--- config.mk ---
export PLATFORM = sky130hd
export DESIGN_NAME = hs_sense_blank_ctrl
export DESIGN_NICKNAME = d
export VERILOG_FILES = /design/src/rtl/cs_sense_pkg.sv /design/src/rtl/cs_blank_timer.sv /design/src/rtl/cs_ontime_counter.sv /design/src/rtl/cs_oc_qualifier.sv /design/src/rtl/hs_sense_blank_ctrl.sv
export SDC_FILE = /design/constraint.sdc
export NUM_CORES = 1
export LEC_CHECK = 0
export CELL_PAD_IN_SITES_DETAIL_PLACEMENT = 1
export CELL_PAD_IN_SITES_GLOBAL_PLACEMENT = 2
export CORE_MARGIN = 4
export CORE_UTILIZATION = 29
export DETAILED_ROUTE_END_ITERATION = 8
export HOLD_SLACK_MARGIN = 0.1
export PLACE_DENSITY_LB_ADDON = 0.1
export SLEW_MARGIN = 30
export SYNTH_ARGS = -nofsm -noshare
export SYNTH_HDL_FRONTEND = slang
export SYNTH_SLANG_ARGS = --single-unit
--- constraint.sdc ---
create_clock -name clk -period 3.2 [get_ports clk]
set_clock_uncertainty 0.2 [all_clocks]
set_input_delay 0.64 -clock clk [delete_from_list [all_inputs] [get_ports clk]]
set_output_delay 0.64 -clock clk [all_outputs]
set_load 0.01 [all_outputs]
--- src/rtl/cs_sense_pkg.sv ---
package cs_sense_pkg;

  typedef enum logic [2:0] {
    PH_IDLE  = 3'd0,
    PH_ARM   = 3'd1,
    PH_BLANK = 3'd2,
    PH_SENSE = 3'd3,
    PH_HOLD  = 3'd4
  } phase_t;

  // true on the last permitted blanking cycle (elapsed counts from zero)
  function automatic logic blank_expired(input int elapsed, input int limit);
    return (elapsed >= limit - 1);
  endfunction

  // true when the current gate-on cycle index completes the minimum width
  function automatic logic min_width_met(input int idx, input int min_on);
    return (idx >= min_on - 1);
  endfunction

  // saturating increment
  function automatic int sat_inc(input int v, input int cap);
    return (v >= cap) ? cap : v + 1;
  endfunction

endpackage

--- src/rtl/cs_blank_timer.sv ---
module cs_blank_timer
  import cs_sense_pkg::*;
#(
  parameter int BLANK_CYC = 12
) (
  input  logic clk,
  input  logic rst_n,
  input  logic clear_i,
  input  logic run_i,
  input  logic sw_high_i,
  output logic release_o,
  output logic timeout_o
);

  localparam int BW = $clog2(BLANK_CYC + 1);

  logic [BW-1:0] elapsed_q;
  logic          limit_hit;

  assign limit_hit = blank_expired(int'(elapsed_q), BLANK_CYC);
  assign timeout_o = run_i && limit_hit;
  assign release_o = run_i && (sw_high_i || limit_hit);

  always_ff @(posedge clk or negedge rst_n) begin
    if (!rst_n) begin
      elapsed_q <= '0;
    end else if (clear_i) begin
      elapsed_q <= '0;
    end else if (run_i && !release_o) begin
      elapsed_q <= BW'(sat_inc(int'(elapsed_q), BLANK_CYC));
    end
  end

  // blanking never runs past its limit
  assert_blank_bound_R3: assert property (@(posedge clk) disable iff (!rst_n)
    run_i |-> (int'(elapsed_q) < BLANK_CYC));

endmodule

--- src/rtl/cs_ontime_counter.sv ---
module cs_ontime_counter
  import cs_sense_pkg::*;
#(
  parameter int MIN_ON_CYC = 22
) (
  input  logic                             clk,
  input  logic                             rst_n,
  input  logic                             clear_i,
  input  logic                             gate_i,
  output logic                             min_met_o,
  output logic [$clog2(MIN_ON_CYC+1)-1:0]  width_o
);

  localparam int OW = $clog2(MIN_ON_CYC + 1);

  logic [OW-1:0] on_q;

  // on_q holds the index of the current gate-on cycle while the gate is high
  assign min_met_o = min_width_met(int'(on_q), MIN_ON_CYC);
  assign width_o   = on_q;

  always_ff @(posedge clk or negedge rst_n) begin
    if (!rst_n) begin
      on_q <= '0;
    end else if (clear_i) begin
      on_q <= '0;
    end else if (gate_i) begin
      on_q <= OW'(sat_inc(int'(on_q), MIN_ON_CYC));
    end
  end

  assert_on_saturates_R7: assert property (@(posedge clk) disable iff (!rst_n)
    (int'(on_q) == MIN_ON_CYC) |=> (int'(on_q) == MIN_ON_CYC) || $past(clear_i));

endmodule

--- src/rtl/cs_oc_qualifier.sv ---
module cs_oc_qualifier (
  input  logic clk,
  input  logic rst_n,
  input  logic clear_i,
  input  logic sense_en_i,
  input  logic oc_raw_i,
  output logic trip_now_o,
  output logic tripped_o,
  output logic oc_trip_o
);

  logic tripped_q;
  logic trip_q;

  assign trip_now_o = sense_en_i && oc_raw_i && !tripped_q;
  assign tripped_o  = tripped_q;
  assign oc_trip_o  = trip_q;

  always_ff @(posedge clk or negedge rst_n) begin
    if (!rst_n) begin
      tripped_q <= 1'b0;
      trip_q    <= 1'b0;
    end else begin
      trip_q <= trip_now_o;
      if (clear_i) begin
        tripped_q <= 1'b0;
      end else if (trip_now_o) begin
        tripped_q <= 1'b1;
      end
    end
  end

  // a trip only follows a sample taken with sensing enabled
  assert_masked_R4: assert property (@(posedge clk) disable iff (!rst_n)
    oc_trip_o |-> $past(sense_en_i && oc_raw_i));

  // single-cycle pulse
  assert_pulse_R5: assert property (@(posedge clk) disable iff (!rst_n)
    oc_trip_o |=> !oc_trip_o);

  // only one trip per period
  assert_once_R6: assert property (@(posedge clk) disable iff (!rst_n)
    oc_trip_o |-> !$past(tripped_q));

endmodule

--- src/rtl/hs_sense_blank_ctrl.sv ---
module hs_sense_blank_ctrl
  import cs_sense_pkg::*;
#(
  parameter int BLANK_CYC  = 12,
  parameter int MIN_ON_CYC = 22
) (
  input  logic clk,
  input  logic rst_n,
  input  logic cyc_start_i,
  input  logic pwm_end_i,
  input  logic sw_high_i,
  input  logic oc_raw_i,
  output logic precond_o,
  output logic hs_gate_o,
  output logic oc_trip_o
);

  localparam int OW = $clog2(MIN_ON_CYC + 1);

  phase_t phase_q, phase_d;

  // internal events brought out as named wires
  logic          ev_arm;
  logic          ev_blank;
  logic          ev_sense;
  logic          ev_release;
  logic          ev_timeout;
  logic          ev_trip_now;
  logic          ev_tripped;
  logic          ev_min_met;
  logic [OW-1:0] on_width;

  assign ev_arm   = (phase_q == PH_ARM);
  assign ev_blank = (phase_q == PH_BLANK);
  assign ev_sense = (phase_q == PH_SENSE);

  assign precond_o = ev_arm || ev_blank;
  assign hs_gate_o = ev_blank || ev_sense || (phase_q == PH_HOLD);

  cs_blank_timer #(.BLANK_CYC(BLANK_CYC)) u_blank (
    .clk       (clk),
    .rst_n     (rst_n),
    .clear_i   (ev_arm),
    .run_i     (ev_blank),
    .sw_high_i (sw_high_i),
    .release_o (ev_release),
    .timeout_o (ev_timeout)
  );

  cs_ontime_counter #(.MIN_ON_CYC(MIN_ON_CYC)) u_ontime (
    .clk       (clk),
    .rst_n     (rst_n),
    .clear_i   (ev_arm),
    .gate_i    (hs_gate_o),
    .min_met_o (ev_min_met),
    .width_o   (on_width)
  );

  cs_oc_qualifier u_qual (
    .clk        (clk),
    .rst_n      (rst_n),
    .clear_i    (ev_arm),
    .sense_en_i (ev_sense),
    .oc_raw_i   (oc_raw_i),
    .trip_now_o (ev_trip_now),
    .tripped_o  (ev_tripped),
    .oc_trip_o  (oc_trip_o)
  );

  always_comb begin
    phase_d = phase_q;
    unique case (phase_q)
      PH_IDLE:  if (cyc_start_i) phase_d = PH_ARM;
      PH_ARM:   phase_d = PH_BLANK;
      PH_BLANK: begin
        if (pwm_end_i)       phase_d = PH_IDLE;
        else if (ev_release) phase_d = PH_SENSE;
      end
      PH_SENSE: begin
        if (ev_trip_now)     phase_d = ev_min_met ? PH_IDLE : PH_HOLD;
        else if (pwm_end_i)  phase_d = PH_IDLE;
      end
      PH_HOLD:  if (ev_min_met) phase_d = PH_IDLE;
      default:  phase_d = PH_IDLE;
    endcase
  end

  always_ff @(posedge clk or negedge rst_n) begin
    if (!rst_n) phase_q <= PH_IDLE;
    else        phase_q <= phase_d;
  end

  // precondition leads the gate
  assert_precond_lead_R1: assert property (@(posedge clk) disable iff (!rst_n)
    $rose(hs_gate_o) |-> $past(precond_o));

  // switch-node flag releases at once
  assert_sw_release_R2: assert property (@(posedge clk) disable iff (!rst_n)
    (ev_blank && sw_high_i && !pwm_end_i) |=> (!precond_o && hs_gate_o));

  // timeout releases into sensing
  assert_timeout_R3: assert property (@(posedge clk) disable iff (!rst_n)
    (ev_timeout && !pwm_end_i) |=> ev_sense);

  // minimum width after a trip
  assert_min_pulse_R7: assert property (@(posedge clk) disable iff (!rst_n)
    ($fell(hs_gate_o) && ev_tripped) |-> (int'(on_width) >= MIN_ON_CYC));

  // PWM end stops an untripped pulse
  assert_end_stops_R8: assert property (@(posedge clk) disable iff (!rst_n)
    (pwm_end_i && (ev_blank || (ev_sense && !oc_raw_i))) |=> !hs_gate_o);

  // start strobe ignored mid-period
  assert_start_ignored_R9: assert property (@(posedge clk) disable iff (!rst_n)
    (cyc_start_i && phase_q != PH_IDLE) |=> !ev_arm);

endmodule

==> impl_metrics.xml, run 1 <==
<?xml version="1.0" encoding="UTF-8"?>
<metrics>
  <group name="run_status">
    <metric name="status" unit="">finished clean</metric>
  </group>
  <group name="die">
    <metric name="initial_utilization" unit="%">31.2</metric>
    <metric name="die-area" unit="mm²">0.00402</metric>
    <metric name="die_w" unit="µm">63.4</metric>
    <metric name="std_cell_rows" unit="">19</metric>
    <metric name="floorplan.die.height" unit="µm">63.4</metric>
    <metric name="design.core.area" unit="mm²">0.00285</metric>
    <metric name="design.portCount" unit="">9</metric>
  </group>
  <group name="sta">
    <metric name="fmax" unit="MHz">357</metric>
    <metric name="finalMaxSlewViolations" unit="">0</metric>
    <metric name="layout_min_cycle_time" unit="ps">2800</metric>
    <metric name="worst-slew-pin-transition" unit="ps">678</metric>
    <metric name="setup_viol" unit="">0</metric>
    <metric name="rsz_0062_raised_after_global_routing" unit="">no</metric>
    <metric name="final_min_period_over_clock_period" unit="%">87.4</metric>
    <metric name="timing.final.hold_violations" unit="">0</metric>
    <metric name="setup-tns-final" unit="ps">0</metric>
    <metric name="relSlewSlack" unit="%">54.7</metric>
  </group>
  <group name="synthesis">
    <metric name="share_of_synthesized_area_occupied_by_flip_flops_and_latches" unit="%">39.3</metric>
    <metric name="synth_warnings" unit="">0</metric>
    <metric name="synth-edff-count" unit="">0</metric>
    <metric name="asyncSetResetFlopFracSynth" unit="%">100</metric>
    <metric name="synth-seq-cells" unit="">14</metric>
    <metric name="synth_cell_type_count" unit="">37</metric>
    <metric name="syn_area_per_cell" unit="µm²">8.65</metric>
    <metric name="postSynthCellCount" unit="">103</metric>
    <metric name="ys_dominant_reg_cell" unit="">dfrtp_1</metric>
    <metric name="synth_largest_type_area_fraction" unit="%">39.3</metric>
    <metric name="synth_area_leader_cell" unit="">dfrtp_1</metric>
    <metric name="synthesis.nets" unit="">113</metric>
    <metric name="synth.top_cells.by_area" unit="">dfrtp_1, ha_1, nand2_1, nand3_1, o21ai_0</metric>
    <metric name="mappedNetlistArea" unit="µm²">891</metric>
  </group>
  <group name="place">
    <metric name="placedInstanceArea" unit="µm²">998</metric>
    <metric name="place.port_buffers" unit="">8</metric>
    <metric name="gp_congestion" unit="">0.785</metric>
    <metric name="place.detailed.instances" unit="">139</metric>
    <metric name="place.detailed.hpwl" unit="mm">1.77</metric>
  </group>
  <group name="cells_and_area">
    <metric name="nNetsFinal" unit="">123</metric>
    <metric name="post_route_cells_drive_above_1_share" unit="%">11.6</metric>
    <metric name="fin_area" unit="mm²">0.00103</metric>
    <metric name="antennaDiodeCount" unit="">0</metric>
    <metric name="fillerInstances" unit="">334</metric>
    <metric name="layoutNonFillerInstCount" unit="">143</metric>
    <metric name="layout-area-overhead-vs-synth" unit="%">16.2</metric>
  </group>
  <group name="clock_network">
    <metric name="clk_pin_slew_worst_paths" unit="ps">100</metric>
    <metric name="worstSkewPairLatency" unit="ps">300</metric>
    <metric name="cts.root.buffer_cell" unit="">clkbuf_4</metric>
    <metric name="cts.htree.levels" unit="">1</metric>
    <metric name="postCtsSetupRepairBufs" unit="">0</metric>
    <metric name="cts_tree" unit="">yes</metric>
    <metric name="hold_buf_count_cts" unit="">0</metric>
    <metric name="ctsLongestPathBuffers" unit="">2</metric>
    <metric name="clkSinkCount" unit="">14</metric>
    <metric name="number_of_buffers_created_by_cts" unit="">3</metric>
    <metric name="postCtsResizedCells" unit="">0</metric>
  </group>
  <group name="critical_path">
    <metric name="critPathArrivalTime" unit="ps">1960</metric>
    <metric name="setup.worst_path.start_class" unit="">register</metric>
    <metric name="crit_fanout" unit="">12</metric>
    <metric name="worst_path_cell_chain" unit="">or3b_1, nand2_1, clkdlybuf4s50_1</metric>
    <metric name="cp_data_required_time" unit="ps">2360</metric>
    <metric name="worst-setup-path-type" unit="">reg -&gt; out</metric>
    <metric name="cpPeakStageDelay" unit="ps">560</metric>
    <metric name="standard_cell_with_the_maximum_stage_delay_on_the_critical_path" unit="">dfrtp_1</metric>
    <metric name="cp-end-kind" unit="">output pin</metric>
  </group>
  <group name="route">
    <metric name="route.detailed.vias_per_inst" unit="">5.66</metric>
    <metric name="route.detailed.wl_per_inst" unit="µm">16.5</metric>
    <metric name="drcViolationCount" unit="">0</metric>
    <metric name="routed-via-count" unit="">810</metric>
    <metric name="drt_iter0_drc" unit="">42</metric>
    <metric name="routed_wirelength" unit="mm">2.36</metric>
    <metric name="antenna_violating_nets_post_route" unit="">0</metric>
    <metric name="detail_route.first_pass.iterations" unit="">4</metric>
  </group>
  <group name="power_and_ir_drop">
    <metric name="max-vdd-ir-drop" unit="V">0.000317</metric>
    <metric name="powerDensity" unit="mW/mm²">881</metric>
    <metric name="standby_leakage_power" unit="nW">0.428</metric>
  </group>
  <group name="grt">
    <metric name="global_route.overflow_total" unit="">0</metric>
    <metric name="grt_first_pass_wirelength" unit="mm">4.21</metric>
    <metric name="grt_antenna_before_repair" unit="">0</metric>
    <metric name="first_global_vias" unit="">839</metric>
    <metric name="gr-usage-all-layers" unit="%">13.4</metric>
    <metric name="maximum_number_of_pins_on_one_net_before_global_route_repair" unit="">15</metric>
  </group>
  <group name="worst_hold_path">
    <metric name="min-delay-path-class" unit="">reg -&gt; reg</metric>
  </group>
  <group name="run">
    <metric name="maxCapViolCount" unit="">0</metric>
  </group>
</metrics>
sequential cells by signal, summed over array words and instances, names as in the netlist:
signal / flops
u_ontime.width_o: 5
u_blank.elapsed_q: 4
u_qual.tripped_o: 1
phase_q: 3
u_qual.oc_trip_o: 1
critical path: cells and delay by family (launching register included):
family	cells	cell delay [ps]
AND/OR/NAND/NOR	2	580
flip-flops	1	560
buffers and inverters	1	540
power breakdown:
| part | internal [mW] | switching [mW] |
|---|---|---|
| logic | 0.193 | 0.242 |
| clock network | 0.0694 | 0.0646 |
| registers | 0.238 | 0.103 |
cell usage in the layout (no fill, tap or decap), types with 2 or more instances in the layout:
master,synthesis,final
a21oi_1,4,4
a31oi_1,3,3
buf_4,0,3
clkbuf_4,0,3
clkdlybuf4s50_1,0,8
dfrtp_1,14,14
ha_1,4,4
inv_1,5,5
nand2_1,12,12
nand2b_1,2,2
nand3_1,8,8
nand4_1,2,2
nor2_1,5,5
nor3_1,5,5
o211ai_1,3,3
o21ai_0,8,8
o31ai_1,2,2
xnor2_1,2,2
area by class of cell:
cell class	instances	area [µm²]	area share (%)
multi-input cells	77	482	46.6
flip-flops and latches	14	350	33.9
repair buffers	11	103	9.92
clock buffers	4	36.3	3.51
inverters	6	25.0	2.42
well taps	31	38.8	3.75
cells in the mapped netlist (2+ instances only):
master	instances
nor3_1	5
o21ai_0	8
inv_1	5
a31oi_1	3
dfrtp_1	14
ha_1	4
nand2_1	12
nand3_1	8
nor2_1	5
a21oi_1	4
nand4_1	2
o31ai_1	2
xnor2_1	2
buf_2	3
o211ai_1	3
nand2b_1	2
metrics by stage:
stage	power, mW	hold slack, ps	util (%)	setup slack [ps]
after global placement	0.786	277	35.0	754
after detailed placement	0.785	291	35.0	729
final	0.911	304	36.3	402
after CTS	0.927	305	36.3	390
after global routing	1.00	336	36.3	304
after floorplan	0.625	144	-	1310
path summary, 6_finish.rpt:
| check | startpoint | endpoint | slack, ps | cells past startpoint |
|---|---|---|---|---|
| min in group asynchronous | rst_n | u_ontime.width_o[0]$_DFFE_PN0P_ | 540 | 1 |
| setup reg to reg | phase_q[2]$_DFFE_PN0P_ | u_ontime.width_o[3]$_DFFE_PN0P_ | 1290 | 5 |
| max in group asynchronous | rst_n | u_ontime.width_o[2]$_DFFE_PN0P_ | 1810 | 1 |
| hold reg to reg | u_qual.tripped_o$_DFFE_PN0P_ | u_qual.oc_trip_o$_DFF_PN0_ | 300 | 1 |
| hold / removal | u_qual.tripped_o$_DFFE_PN0P_ | u_qual.oc_trip_o$_DFF_PN0_ | 300 | 1 |
| setup / recovery | phase_q[2]$_DFFE_PN0P_ | hs_gate_o | 400 | 3 |
metal layers:
layer	up-vias	wire, µm	global-route usage [%]
met5	-	0	0
met4	0	27	3.23
li1	392	-	-
met1	400	1120	18.2
met3	5	96	4.62
met2	13	1110	20.5
logic make-up after synthesis:
family / count (synthesis) / synth area share (%)
buffers and inverters: 12 / 6.60
adder cells (fa/ha/maj): 5 / 6.74
AO/OA/AOI/OAI: 28 / 20.6
XOR/XNOR: 2 / 1.97
AND/OR/NAND/NOR: 42 / 24.7
flip-flops: 14 / 39.3
No activity file was read; power rests on OpenSTA's default activity.
==> run 2, diff against run 1 <==
--- a/config.mk
+++ b/config.mk
@@ -5,6 +5,7 @@
 export SDC_FILE = /design/constraint.sdc
 export NUM_CORES = 1
 export LEC_CHECK = 0
+export CAP_MARGIN = 20
 export CELL_PAD_IN_SITES_DETAIL_PLACEMENT = 1
 export CELL_PAD_IN_SITES_GLOBAL_PLACEMENT = 2
 export CORE_MARGIN = 4
==> results of run 2 <==
Same layout as run 1: the final DEF is identical, and so are final timing and power.
